===== config.mk =====
export PLATFORM = sky130hd
export DESIGN_NAME = coh_directory
export DESIGN_NICKNAME = d
export VERILOG_FILES = /design/src/rtl/coh_dir_pkg.sv /design/src/rtl/coh_dir_table.sv /design/src/rtl/coh_dir_policy.sv /design/src/rtl/coh_directory.sv
export SDC_FILE = /design/constraint.sdc
export NUM_CORES = 1
export LEC_CHECK = 0
export ABC_AREA = 0
export ABC_CLOCK_PERIOD_IN_PS = 3570
export BUFFER_PORTS_ARGS = -buffer_cell sky130_fd_sc_hd__buf_2
export CELL_PAD_IN_SITES_DETAIL_PLACEMENT = 2
export CELL_PAD_IN_SITES_GLOBAL_PLACEMENT = 2
export CORE_MARGIN = 5
export CORE_UTILIZATION = 40
export CTS_CLUSTER_SIZE = 28
export DETAILED_ROUTE_END_ITERATION = 10
export PLACE_DENSITY = 0.79
export SLEW_MARGIN = 20
export SYNTH_ARGS = -nofsm -noshare
export SYNTH_HDL_FRONTEND = slang
export SYNTH_HIERARCHICAL = 1
export SYNTH_SLANG_ARGS = --single-unit
export TNS_END_PERCENT = 1

===== constraint.sdc =====
create_clock -name clk -period 3.57 [get_ports clk]
set_clock_uncertainty 0.2 [all_clocks]
set_input_delay 0.714 -clock clk [delete_from_list [all_inputs] [get_ports clk]]
set_output_delay 0.714 -clock clk [all_outputs]
set_load 0.01 [all_outputs]

===== src/rtl/coh_dir_pkg.sv =====
package coh_dir_pkg;
    parameter int NODES  = 8;
    parameter int BLOCKS = 16;
    localparam int NODE_W = $clog2(NODES);
    localparam int BLK_W  = $clog2(BLOCKS);

    typedef enum logic [1:0] {
        ST_UNCACHED = 2'd0,
        ST_SHARED   = 2'd1,
        ST_EXCL     = 2'd2
    } dir_state_e;

    typedef enum logic [1:0] {
        RK_READ  = 2'd0,
        RK_WRITE = 2'd1,
        RK_WBACK = 2'd2,
        RK_NONE  = 2'd3
    } req_kind_e;

    typedef struct packed {
        dir_state_e        st;
        logic [NODES-1:0]  present;
    } dir_entry_t;

    typedef struct packed {
        req_kind_e          kind;
        logic [BLK_W-1:0]   blk;
        logic [NODE_W-1:0]  node;
    } dir_req_t;

    typedef struct packed {
        logic               fetch;
        logic               reply;
        logic               update;
        logic [NODE_W-1:0]  fnode;
        logic [NODES-1:0]   inv;
        dir_entry_t         nxt;
    } dir_action_t;

    // lowest set bit of a presence mask; the owner of an exclusive entry
    function automatic logic [NODE_W-1:0] owner_of(input logic [NODES-1:0] m);
        logic [NODE_W-1:0] r;
        r = '0;
        for (int i = NODES - 1; i >= 0; i--) begin
            if (m[i]) r = NODE_W'(i);
        end
        return r;
    endfunction
endpackage


===== src/rtl/coh_dir_table.sv =====
module coh_dir_table
    import coh_dir_pkg::*;
(
    input  logic              clk,
    input  logic              rst,
    input  logic [BLK_W-1:0]  idx,
    output dir_entry_t        rd_entry,
    input  logic              we,
    input  dir_entry_t        wr_entry
);
    dir_entry_t mem [BLOCKS];

    assign rd_entry = mem[idx];

    always_ff @(posedge clk) begin
        if (rst) begin
            for (int b = 0; b < BLOCKS; b++) begin
                mem[b] <= '{st: ST_UNCACHED, present: '0};
            end
        end else if (we) begin
            mem[idx] <= wr_entry;
        end
    end

    AST_EXCL_ONE_OWNER: assert property (@(posedge clk) disable iff (rst)
        (we && wr_entry.st == ST_EXCL) |-> $onehot(wr_entry.present));
    AST_UNCACHED_EMPTY: assert property (@(posedge clk) disable iff (rst)
        (we && wr_entry.st == ST_UNCACHED) |-> (wr_entry.present == '0));
endmodule


===== src/rtl/coh_dir_policy.sv =====
module coh_dir_policy
    import coh_dir_pkg::*;
(
    input  dir_req_t     req,
    input  dir_entry_t   cur,
    output dir_action_t  act
);
    logic [NODES-1:0]  req_bit;
    logic              is_owner;
    logic [NODE_W-1:0] own;

    assign req_bit  = NODES'(1) << req.node;
    assign own      = owner_of(cur.present);
    assign is_owner = (cur.st == ST_EXCL) && cur.present[req.node];

    always_comb begin
        act        = '0;
        act.nxt    = cur;
        act.fnode  = own;
        unique case (req.kind)
            RK_READ: begin
                act.reply  = 1'b1;
                act.update = 1'b1;
                unique case (cur.st)
                    ST_UNCACHED: act.nxt = '{st: ST_SHARED, present: req_bit};
                    ST_SHARED:   act.nxt = '{st: ST_SHARED, present: cur.present | req_bit};
                    ST_EXCL: begin
                        if (!is_owner) begin
                            act.fetch = 1'b1;
                            act.nxt   = '{st: ST_SHARED, present: cur.present | req_bit};
                        end
                    end
                    default: act.nxt = cur;
                endcase
            end
            RK_WRITE: begin
                act.reply  = 1'b1;
                act.update = 1'b1;
                act.nxt    = '{st: ST_EXCL, present: req_bit};
                unique case (cur.st)
                    ST_SHARED: act.inv   = cur.present & ~req_bit;
                    ST_EXCL:   act.fetch = !is_owner;
                    default:   act.inv   = '0;
                endcase
            end
            RK_WBACK: begin
                if (is_owner) begin
                    act.update = 1'b1;
                    act.nxt    = '{st: ST_UNCACHED, present: '0};
                end
            end
            default: act.update = 1'b0;
        endcase
    end
endmodule


===== src/rtl/coh_directory.sv =====
module coh_directory
    import coh_dir_pkg::*;
(
    input  logic               clk,
    input  logic               rst,
    input  logic               req_valid,
    output logic               req_ready,
    input  logic [1:0]         req_kind,
    input  logic [BLK_W-1:0]   req_block,
    input  logic [NODE_W-1:0]  req_node,
    input  logic               own_ack,
    output logic               data_valid,
    output logic [NODE_W-1:0]  data_node,
    output logic               inv_valid,
    output logic [NODES-1:0]   inv_mask,
    output logic               fetch_valid,
    output logic [NODE_W-1:0]  fetch_node,
    output logic [BLK_W-1:0]   msg_block
);
    typedef enum logic [1:0] {PH_IDLE, PH_ACT, PH_WAIT} phase_e;

    phase_e       phase;
    dir_req_t     cur_req;
    dir_entry_t   entry;
    dir_action_t  act;
    logic         tbl_we;

    coh_dir_table u_table (
        .clk      (clk),
        .rst      (rst),
        .idx      (cur_req.blk),
        .rd_entry (entry),
        .we       (tbl_we),
        .wr_entry (act.nxt)
    );

    coh_dir_policy u_policy (
        .req (cur_req),
        .cur (entry),
        .act (act)
    );

    assign req_ready = (phase == PH_IDLE);
    assign tbl_we = ((phase == PH_ACT) && act.update && !act.fetch)
                  || ((phase == PH_WAIT) && own_ack);

    always_ff @(posedge clk) begin
        if (rst) begin
            phase       <= PH_IDLE;
            cur_req     <= '0;
            data_valid  <= 1'b0;
            data_node   <= '0;
            inv_valid   <= 1'b0;
            inv_mask    <= '0;
            fetch_valid <= 1'b0;
            fetch_node  <= '0;
            msg_block   <= '0;
        end else begin
            data_valid  <= 1'b0;
            inv_valid   <= 1'b0;
            inv_mask    <= '0;
            fetch_valid <= 1'b0;
            unique case (phase)
                PH_IDLE: begin
                    if (req_valid) begin
                        cur_req <= '{kind: req_kind_e'(req_kind), blk: req_block, node: req_node};
                        phase   <= PH_ACT;
                    end
                end
                PH_ACT: begin
                    msg_block <= cur_req.blk;
                    if (act.fetch) begin
                        fetch_valid <= 1'b1;
                        fetch_node  <= act.fnode;
                        phase       <= PH_WAIT;
                    end else begin
                        data_valid <= act.reply;
                        data_node  <= cur_req.node;
                        inv_valid  <= |act.inv;
                        inv_mask   <= act.inv;
                        phase      <= PH_IDLE;
                    end
                end
                PH_WAIT: begin
                    if (own_ack) begin
                        data_valid <= 1'b1;
                        data_node  <= cur_req.node;
                        phase      <= PH_IDLE;
                    end
                end
                default: phase <= PH_IDLE;
            endcase
        end
    end

    AST_INV_NOT_REQUESTER: assert property (@(posedge clk) disable iff (rst)
        inv_valid |-> (data_valid && !inv_mask[data_node]));
    AST_FETCH_BLOCKS_READY: assert property (@(posedge clk) disable iff (rst)
        fetch_valid |-> (!req_ready && !data_valid));
    AST_ACK_GIVES_DATA: assert property (@(posedge clk) disable iff (rst)
        (phase == PH_WAIT && own_ack) |=> (data_valid && req_ready));
    AST_FETCH_OTHER_NODE: assert property (@(posedge clk) disable iff (rst)
        fetch_valid |-> (fetch_node != cur_req.node));
    AST_NO_REPLY_ON_WBACK: assert property (@(posedge clk) disable iff (rst)
        (phase == PH_ACT && cur_req.kind == RK_WBACK) |=> (!data_valid && !inv_valid && !fetch_valid));
endmodule


# Yosys cells after proc, flatten, opt, wreduce, memory -nomap -nowiden
# Memories as Yosys holds them, arrays and structs flattened. A register that Yosys moved wholly into a read port is not among the register bits.
# Index checks and enable logic that the tools add are counted.
# classes
n_lt_le_gt_ge,1
n_eq_ne,9
n_shift,1
muxes,43
n_bitwise,4
n_reduce_logical,20
# op_table
op,count
$pmux 10 s3,2
$mux 10,3
$mux 3,10
$mux 8,2
$mux 1,14
$mux 4,3
$reduce_or 10->1,1
$and 8x8->8,1
$not 8->8,1
$or 8x8->8,1
$reduce_or 8->1,1
$shl 1x3->8 const A,1
$eq 2x1->1 const B,3
$eq 2x2->1 const B,3
$logic_not 2->1,3
$mux 2,3
$ne 2x2->1 const B,3
$pmux 2 s3,1
$pmux 3 s2,1
$reduce_and 2->1,3
$logic_and 1x1->1,4
$lt 3x4->1 const B,1
$pmux 1 s2,2
$pmux 2 s2,1
8 further kinds,10
# word_totals
register_bits,32
mem_bits_rw,160
output_inout_bits,22
n_memories,1
# memory_table
name,words,width,rd,rd_ports_with_merged_regs,wr,line,text
u_table.mem,16,10,1,1,16,coh_dir_table.sv:11,dir_entry_t mem [BLOCKS];

# Logic depth before layout (Yosys ltp)
# Gate-level depths: netlist of the first run.
# logic_depth
ltp_word,14
depth_mapped,15
depth_no_buf,12

# Modules after synthesis
# Netlist of the first run, hierarchy kept.
# modules_own_cells
module,instances,cells_per_inst,area_per_inst_um2
coh_dir_table,1,474,7340.8
coh_directory,1,127,1209.9
coh_dir_policy,1,84,585.6

# Least setup slack after synthesis of the first run
# No wires, ideal clock.
# synth_timing
path_type,flip-flop to flip-flop
start,reg cur_req[3] in the netlist's numbering
end,"mem u_table/mem[1][0] in the netlist's numbering, enable pin"
setup_ns,0.276
arrival_ns,3.244
setup_slack_ns,-0.149
path_stages_with_launch,15
period_less_slack_ns,3.719
path_cell_list,dfxtp_1 > buf_6 > buf_6 > mux4_2 > a22oi_1 > nand2_1 > mux2i_1 > mux4_2 > nand2_1 > nor2_1 > nor2b_1 > a22o_1 > or4b_4 > nor2_1 > or2_2
# synth_lines
element,line,text
start: declaration,coh_directory.sv:23,dir_req_t cur_req;
start signal: assignment,coh_directory.sv:66,"cur_req <= '{kind: req_kind_e'(req_kind), blk: req_block, node: req_node};"
end: declaration,coh_dir_table.sv:11,

==> flow_summary.json, run 1 <==
{
  "status": "complete, but fails checks",
  "violated_checks": "negative setup slack",
  "finalNonFillerCells": 1073,
  "final_cell_mix": "sky130_fd_sc_hd__edfxtp_1, sky130_fd_sc_hd__and2_1, sky130_fd_sc_hd__buf_4, sky130_fd_sc_hd__mux4_2, sky130_fd_sc_hd__buf_2",
  "fin_ws_ps": -452,
  "initial_utilization": 0.405,
  "synth_seq_cells": 192,
  "root_buffer": "sky130_fd_sc_hd__clkbuf_16",
  "fin_hold_ws_ps": 273,
  "start_kind": "register",
  "numPlacedInstances": 1022,
  "ant_nets": 0,
  "slowest_cell_on_the_critical_path": "sky130_fd_sc_hd__mux4_2",
  "gpl.final_weighted_congestion": 0.879,
  "critPathBufInv": 4,
  "clk_path_buf_depth": 2,
  "layout.core_utilization": 0.501,
  "dieArea_um2": 26000,
  "power_per_cell_area_nw_per_um2": 495,
  "die-width_um": 161,
  "post_synth_inst_count": 685,
  "postPlaceCellArea_um2": 10100,
  "synth_edf_count": 160,
  "timing.final.setup_violations": 320,
  "async_flop_share": 0,
  "clock_latency_ps": 460,
  "cp_startpoint": "cur_req[3]",
  "regToRegEndpoint": "u_table/mem[14][8]",
  "path_cells": "buf_12 -> mux4_2 -> a22oi_2 -> nand2_2 -> mux2i_2 -> mux4_2 -> nand2_2 -> nor2_4 -> nor2b_2 -> a22o_4 -> buf_6 -> nand4b_1 -> buf_6 -> nor2_2 -> buf_6 -> and2_1",
  "post_synthesis_cell_type_count": 49,
  "busiest_layer": "met2",
  "drive_gt1_frac": 0.383,
  "min_delay_worst_endpoint": "fetch_node[1]",
  "ratio_of_routed_vias_to_standard_cells": 5.92,
  "groute.layer.met1.usage": 0.301,
  "crit_fanout": 10,
  "route.vias.total": 6349,
  "cap_viol_max_count": 0,
  "post_route_wl_um": 33400,
  "finish.net_count": 793,
  "hold_path_class": "register to register",
  "largest_net_degree_at_the_start_of_global_routing": 29,
  "synth-seq-area-share": 0.596,
  "reg_to_reg_slack_setup_ps": -450,
  "synth.cell_area_um2": 9140,
  "min_period_over_period": 1.13,
  "grt_antenna_before_repair": 1,
  "global_route_total_usage_across_every_layer": 0.248,
  "drt_first_iter_violations": 591,
  "timing_worst_setup_path_type": "register to register",
  "synth_top_cell_by_area": "sky130_fd_sc_hd__edfxtp_1",
  "chipHeight_um": 161,
  "post_synth.cell_area_avg_um2": 13.3,
  "post-route-min-period_ps": 4020,
  "hold_viol": 0,
  "crit_top_cell": "sky130_fd_sc_hd__buf_6",
  "netlist_top_cells_area": "sky130_fd_sc_hd__edfxtp_1, sky130_fd_sc_hd__and2_1, sky130_fd_sc_hd__mux4_2",
  "design.core.area_um2": 22600,
  "cts_htree_levels": 4,
  "port_buffers": 34,
  "grt_first_pass_wirelength_um": 47100,
  "cts.clk_slew.worst_paths_ps": 80,
  "cts_num_sinks": 192,
  "post-route-cell-area_um2": 11300,
  "drt-pass1-iter-count": 5,
  "report.final.slew_viol_count": 0,
  "maxClockFrequency_mhz": 249,
  "rows": 55,
  "most_common_cell_after_layout_fill_and_taps_aside": "sky130_fd_sc_hd__edfxtp_1",
  "detail_route.wl_per_cell_um": 31.1,
  "grt.overflow.total": 0,
  "ff2ff_path_depth": 16,
  "hpwl_um": 20900,
  "synth.net_count": 703,
  "maxSlewHeadroom": 0.483,
  "number_of_buffers_created_by_cts": 17,
  "io-pin-count": 35,
  "crit_path_end_kind": "register",
  "critical_path.reg2reg.startpoint": "cur_req[3]",
  "cp_top_family": "multiplexers",
  "flow.area_growth_from_synthesis_pct": 23.7,
  "worstHoldStart": "fetch_node[1]",
  "min_delay_path_depth": 2,
  "cpPeakStageDelay_ps": 540,
  "vdd.ir_drop.worst_mv": 0.307,
  "required_ps": 3580,
  "global_route.usage.met2": 0.428,
  "antenna_cells": 0,
  "unrepaired_setup_endpoints_after_global_routing": "yes",
  "netlist.area_leader.share": 0.526,
  "drcViolationCount": 0,
  "cts_tree": "done",
  "yosysWarningCount": 6,
  "first_global_vias": 6961,
  "yosys_most_used_dff": "sky130_fd_sc_hd__edfxtp_1",
  "worst-endpoint-arrival_ps": 4030,
  "met3_usage": 0.0470,
  "leakage_power_total_nw": 4.25,
  "max_slew.worst_pin.slew_ps": 775
}
-- per-stage QoR --
step	TNS [ps]	power (mW)	setup WS, ps
4_1_cts	-51900	5.53	-261
3_3_place_gp	-24740	3.35	-184
6_report	-104090	5.60	-452
3_5_place_dp	-81820	3.41	-375
5_1_grt	-117640	5.79	-497
2_1_floorplan	0	2.99	2.31
-- cell usage after synthesis, types with 2 or more instances --
library cell                instances
sky130_fd_sc_hd__mux2i_1           11
sky130_fd_sc_hd__nand2_1           29
sky130_fd_sc_hd__o2bb2ai_1          4
sky130_fd_sc_hd__o211a_1            4
sky130_fd_sc_hd__and2_1           170
sky130_fd_sc_hd__nand3_1           12
sky130_fd_sc_hd__nor4_1             2
sky130_fd_sc_hd__or2b_2             2
sky130_fd_sc_hd__nor3_1             9
sky130_fd_sc_hd__inv_1              8
sky130_fd_sc_hd__nor2b_1            6
sky130_fd_sc_hd__a211oi_1           2
sky130_fd_sc_hd__mux4_2            41
sky130_fd_sc_hd__nand4bb_1          2
sky130_fd_sc_hd__edfxtp_1         160
sky130_fd_sc_hd__a21oi_1           19
sky130_fd_sc_hd__ha_1               5
sky130_fd_sc_hd__or2_2             17
sky130_fd_sc_hd__and2b_2            3
sky130_fd_sc_hd__a32o_1             4
sky130_fd_sc_hd__clkbuf_1          31
sky130_fd_sc_hd__nand2b_1          11
sky130_fd_sc_hd__buf_4              3
sky130_fd_sc_hd__buf_6              5
sky130_fd_sc_hd__nor2_1            33
sky130_fd_sc_hd__buf_2             10
sky130_fd_sc_hd__a22oi_1           22
sky130_fd_sc_hd__dfxtp_1           32
sky130_fd_sc_hd__o21ai_0            8
-- report_power, final --
| group | leakage, nW | internal, mW | switching (mW) |
|---|---|---|---|
| logic | 2.03 | 0.377 | 0.574 |
| clock network | 0.309 | 1.13 | 0.966 |
| registers | 1.91 | 2.50 | 0.0545 |
| total | 4.25 | 4.00 | 1.59 |
-- sequential cells by signal (all words and copies together) (netlist names) --
| signal | flops |
|---|---|
| inv_mask | 8 |
| msg_block | 4 |
| phase | 2 |
| inv_valid | 1 |
| data_valid | 1 |
| u_table/mem | 160 |
| cur_req | 9 |
| fetch_node | 3 |
| data_node | 3 |
| fetch_valid | 1 |
-- kinds of logic (layout without fill, tap and decap cells) --
family	after synthesis	count (layout)	synth area share
fa+ha+maj	5	5	0.00685
mux	53	53	0.116
flops	192	192	0.596
simple gates	307	315	0.196
compound gates	68	68	0.0526
buf+inv	60	155	0.0329
-- final cells by class --
class                           count  area (um2)
Timing Repair Buffer              115        1020
Multi-Input combinational cell    441        3820
Inverter                            8        30.0
Fill cell                        2115       11300
Clock inverter                     15         198
Clock buffer                       17         425
Tap cell                          285         357
Sequential cell                   192        5450
-- per-layer routing --
metal / up-vias / share of wire / wire (um)
met5: - / 0.00054 / 18
met4: 2 / 0.046 / 1530
met3: 87 / 0.053 / 1780
met2: 280 / 0.50 / 16800
met1: 3299 / 0.40 / 13300
li1: 2681 / - / -
-- how the worst max path moves through the flow --
stage | cells past startpoint | to | slack [ps]
finish | 16 | u_table/mem[14][8] | -450
global route | 16 | u_table/mem[13][7] | -500
CTS | 11 | u_table/mem[0][6] | -260
detailed placement | 12 | u_table/mem[8][4] | -370
global placement | 10 | u_table/mem[8][0] | -180
floorplan | 14 | u_table/mem[0][0] | 2
-- repair_timing --
item | 4_1_cts | 5_1_grt
setup endpoints to repair | 320 | 320
setup buffers | 6 | 2
hold buffers | 0 | 0
pin swaps | 15 | 18
cloned | 6 | 5
gates resized for setup | 62 | 63
-- worst reg2reg max path, cell delays in order, from the launching register on --
cell and delay (ps):
sky130_fd_sc_hd__dfxtp_4 470, sky130_fd_sc_hd__buf_12 180, sky130_fd_sc_hd__mux4_2 550, sky130_fd_sc_hd__a22oi_2 310
sky130_fd_sc_hd__nand2_2 140, sky130_fd_sc_hd__mux2i_2 200, sky130_fd_sc_hd__mux4_2 340, sky130_fd_sc_hd__nand2_2 90
sky130_fd_sc_hd__nor2_4 170, sky130_fd_sc_hd__nor2b_2 80, sky130_fd_sc_hd__a22o_4 240, sky130_fd_sc_hd__buf_6 130
sky130_fd_sc_hd__nand4b_1 120, sky130_fd_sc_hd__buf_6 150, sky130_fd_sc_hd__nor2_2 80, sky130_fd_sc_hd__buf_6 180
sky130_fd_sc_hd__and2_1 170
Power figures use the tool's default switching activity.
==> run 2: changes to the inputs <==
--- a/config.mk
+++ b/config.mk
@@ -14,7 +14,7 @@
 export CORE_UTILIZATION = 40
 export CTS_CLUSTER_SIZE = 28
 export DETAILED_ROUTE_END_ITERATION = 10
-export PLACE_DENSITY = 0.79
+export PLACE_DENSITY_LB_ADDON = 0.05
 export SLEW_MARGIN = 20
 export SYNTH_ARGS = -nofsm -noshare
 export SYNTH_HDL_FRONTEND = slang
==> run 2 against run 1 <==
The run still ends with negative setup slack left. Hold slack lost 15 ps. Core utilization shrank 0.43 points. Power is 2.9% lower. Worst setup slack improved by 110 ps. Critical endpoint is now u_table/mem[2][1].
==> flow_summary.json, run 2 (synthesis gave the netlist of run 1 again) <==
{
  "status": "complete, but fails checks",
  "violated_checks": "negative setup slack",
  "drt-pass1-iter-count": 4,
  "largest_reg_flops": 160,
  "number_of_buffers_created_by_cts": 17,
  "crit_path_end_kind": "register",
  "port_buffers": 34,
  "drive_gt1_frac": 0.342,
  "cp_top_family": "simple AND/OR/NAND/NOR gates",
  "power_per_cell_area_nw_per_um2": 485,
  "first_global_vias": 6653,
  "critical_path.reg2reg.startpoint": "cur_req[3]",
  "timing_worst_setup_path_type": "register to register",
  "largest_net_degree_at_the_start_of_global_routing": 28,
  "route.vias.total": 6052,
  "antenna_cells": 0,
  "regArea_um2": 5460,
  "layout_top_registers": "u_table/mem: 160 flops, cur_req: 9 flops, inv_mask: 8 flops",
  "timing.final.setup_violations": 320,
  "post_route_wl_um": 28400,
  "dieArea_um2": 26000,
  "maxClockFrequency_mhz": 256,
  "initial_utilization": 0.405,
  "cts_num_sinks": 192,
  "root_buffer": "sky130_fd_sc_hd__clkbuf_16",
  "leakage_power_total_nw": 4.23,
  "cts_htree_levels": 4,
  "required_ps": 3520,
  "chipHeight_um": 161,
  "regToRegEndpoint": "u_table/mem[2][1]",
  "slowest_cell_on_the_critical_path": "sky130_fd_sc_hd__mux4_2",
  "grt_antenna_before_repair": 0,
  "place_ws_ps": -459,
  "min_delay_worst_endpoint": "fetch_node[1]",
  "cap_viol_max_count": 0,
  "grt_first_pass_wirelength_um": 42800,
  "hold_viol": 0,
  "die-width_um": 161,
  "met3_usage": 0.0408,
  "final_cell_mix": "sky130_fd_sc_hd__and2_1, sky130_fd_sc_hd__edfxtp_1, sky130_fd_sc_hd__buf_4, sky130_fd_sc_hd__mux4_2, sky130_fd_sc_hd__buf_2",
  "gpl.final_weighted_congestion": 0.810,
  "fin_ws_ps": -343,
  "setup_total_negative_slack_ps": -64940,
  "postPlaceCellArea_um2": 10100,
  "clk_path_buf_depth": 2,
  "global_route_total_usage_across_every_layer": 0.221,
  "ctsHoldBuffers": 0,
  "busiest_layer": "met2",
  "cpPeakStageDelay_ps": 560,
  "drcViolationCount": 0,
  "flow.area_growth_from_synthesis_pct": 22.6,
  "multi_input_gate_area_in_the_final_layout_um2": 3660,
  "worst-endpoint-arrival_ps": 3860,
  "reg_to_reg_slack_setup_ps": -340,
  "crit_top_cell": "sky130_fd_sc_hd__mux4_2",
  "critPathBufInv": 2,
  "report.final.slew_viol_count": 0,
  "path_cells": "buf_12 -> buf_16 -> mux4_2 -> a22oi_1 -> nand2_1 -> mux2i_2 -> mux4_2 -> o41ai_4 -> a22o_4 -> or4b_4 -> nor2_2 -> or2_4",
  "clock_latency_ps": 450,
  "post-route-min-period_ps": 3910,
  "detail_route.wl_per_cell_um": 26.4,
  "vdd.ir_drop.worst_mv": 0.278,
  "post-route-cell-area_um2": 11200,
  "grt.overflow.total": 0,
  "hold_path_class": "register to register",
  "crit_fanout": 6,
  "global_route.usage.met2": 0.378,
  "fin_total_pwr_mw": 5.44,
  "worstHoldStart": "fetch_node[1]",
  "max_slew.worst_pin.slew_ps": 640,
  "rows": 55,
  "unrepaired_setup_endpoints_after_global_routing": "yes",
  "cts_tree": "done",
  "drt_first_iter_violations": 442,
  "design.core.area_um2": 22600,
  "start_kind": "register",
  "ant_nets": 0,
  "min_period_over_period": 1.10,
  "finish.net_count": 798,
  "ratio_of_routed_vias_to_standard_cells": 5.61,
  "cts.clk_slew.worst_paths_ps": 90,
  "most_common_cell_after_layout_fill_and_taps_aside": "sky130_fd_sc_hd__and2_1",
  "ff2ff_path_depth": 12,
  "groute.layer.met1.usage": 0.283,
  "min_delay_path_depth": 2,
  "register_with_the_highest_flop_count": "u_table/mem",
  "io-pin-count": 35,
  "maxSlewHeadroom": 0.574,
  "filler_cell_count": 2158,
  "hpwl_um": 19200
}
[run 2: cell types whose count changed in the layout (fill, tap and decap cells not counted), sizes merged]
cell / before / now
buf: 114 / 122
clkinvlp: 0 / 3
or2: 25 / 22
bufinv: 3 / 0
[run 2: how the worst max path moves through the flow]
| stage | startpoint | end | slack (ps) | depth (start not counted) |
|---|---|---|---|---|
| after floorplan | cur_req[3] | u_table/mem[0][0] | 2 | 14 |
| after global placement | cur_req[3] | u_table/mem[15][1] | -410 | 14 |
| after detailed placement | cur_req[3] | u_table/mem[13][2] | -460 | 14 |
| after CTS | cur_req[3] | u_table/mem[0][4] | -310 | 11 |
| after global routing | cur_req[3] | u_table/mem[3][6] | -420 | 12 |
| final | cur_req[3] | u_table/mem[2][1] | -340 | 12 |
[run 2: tightest hold or removal path: stages, from the launching register on]
cell and delay [ps]:
sky130_fd_sc_hd__dfxtp_1 320, sky130_fd_sc_hd__nand2_1 50, sky130_fd_sc_hd__a21oi_1 50
[run 2: layout make-up]
cell class                 instances  area share
tap                              285      0.0318
sequential                       192       0.487
clock buffer                      17      0.0380
clock inverter                    15      0.0163
inverter                           8     0.00268
timing repair buffer             123      0.0974
multi-input combinational        438       0.327
[run 2: stage by stage]
step | util | instances | hold slack (ps)
6_report | 0.496 | 1078 | 258
3_3_place_gp | 0.449 | 1027 | 246
4_1_cts | 0.489 | 1071 | 266
2_1_floorplan | - | 685 | 236
5_1_grt | 0.496 | 1078 | 298
3_5_place_dp | 0.449 | 1027 | 254
[run 2: report_power, final]
group          switching (mW)  internal (mW)  leakage (nW)
logic                   0.532          0.391          2.03
clock network            1.01          0.954         0.285
registers              0.0515           2.50          1.92
[run 2: routing by layer]
metal | up-vias | wire, um
li1 | 2681 | -
met1 | 3206 | 12200
met2 | 137 | 14300
met3 | 28 | 944
met4 | 0 | 922
met5 | - | 0
[run 2: what timing repair did]
item / in CTS / in global routing
pin swaps: 11 / 8
buffers inserted: 6 / 5
resized for setup: 46 / 26
gates cloned: 7 / 2
endpoints found under the setup margin: 320 / 320
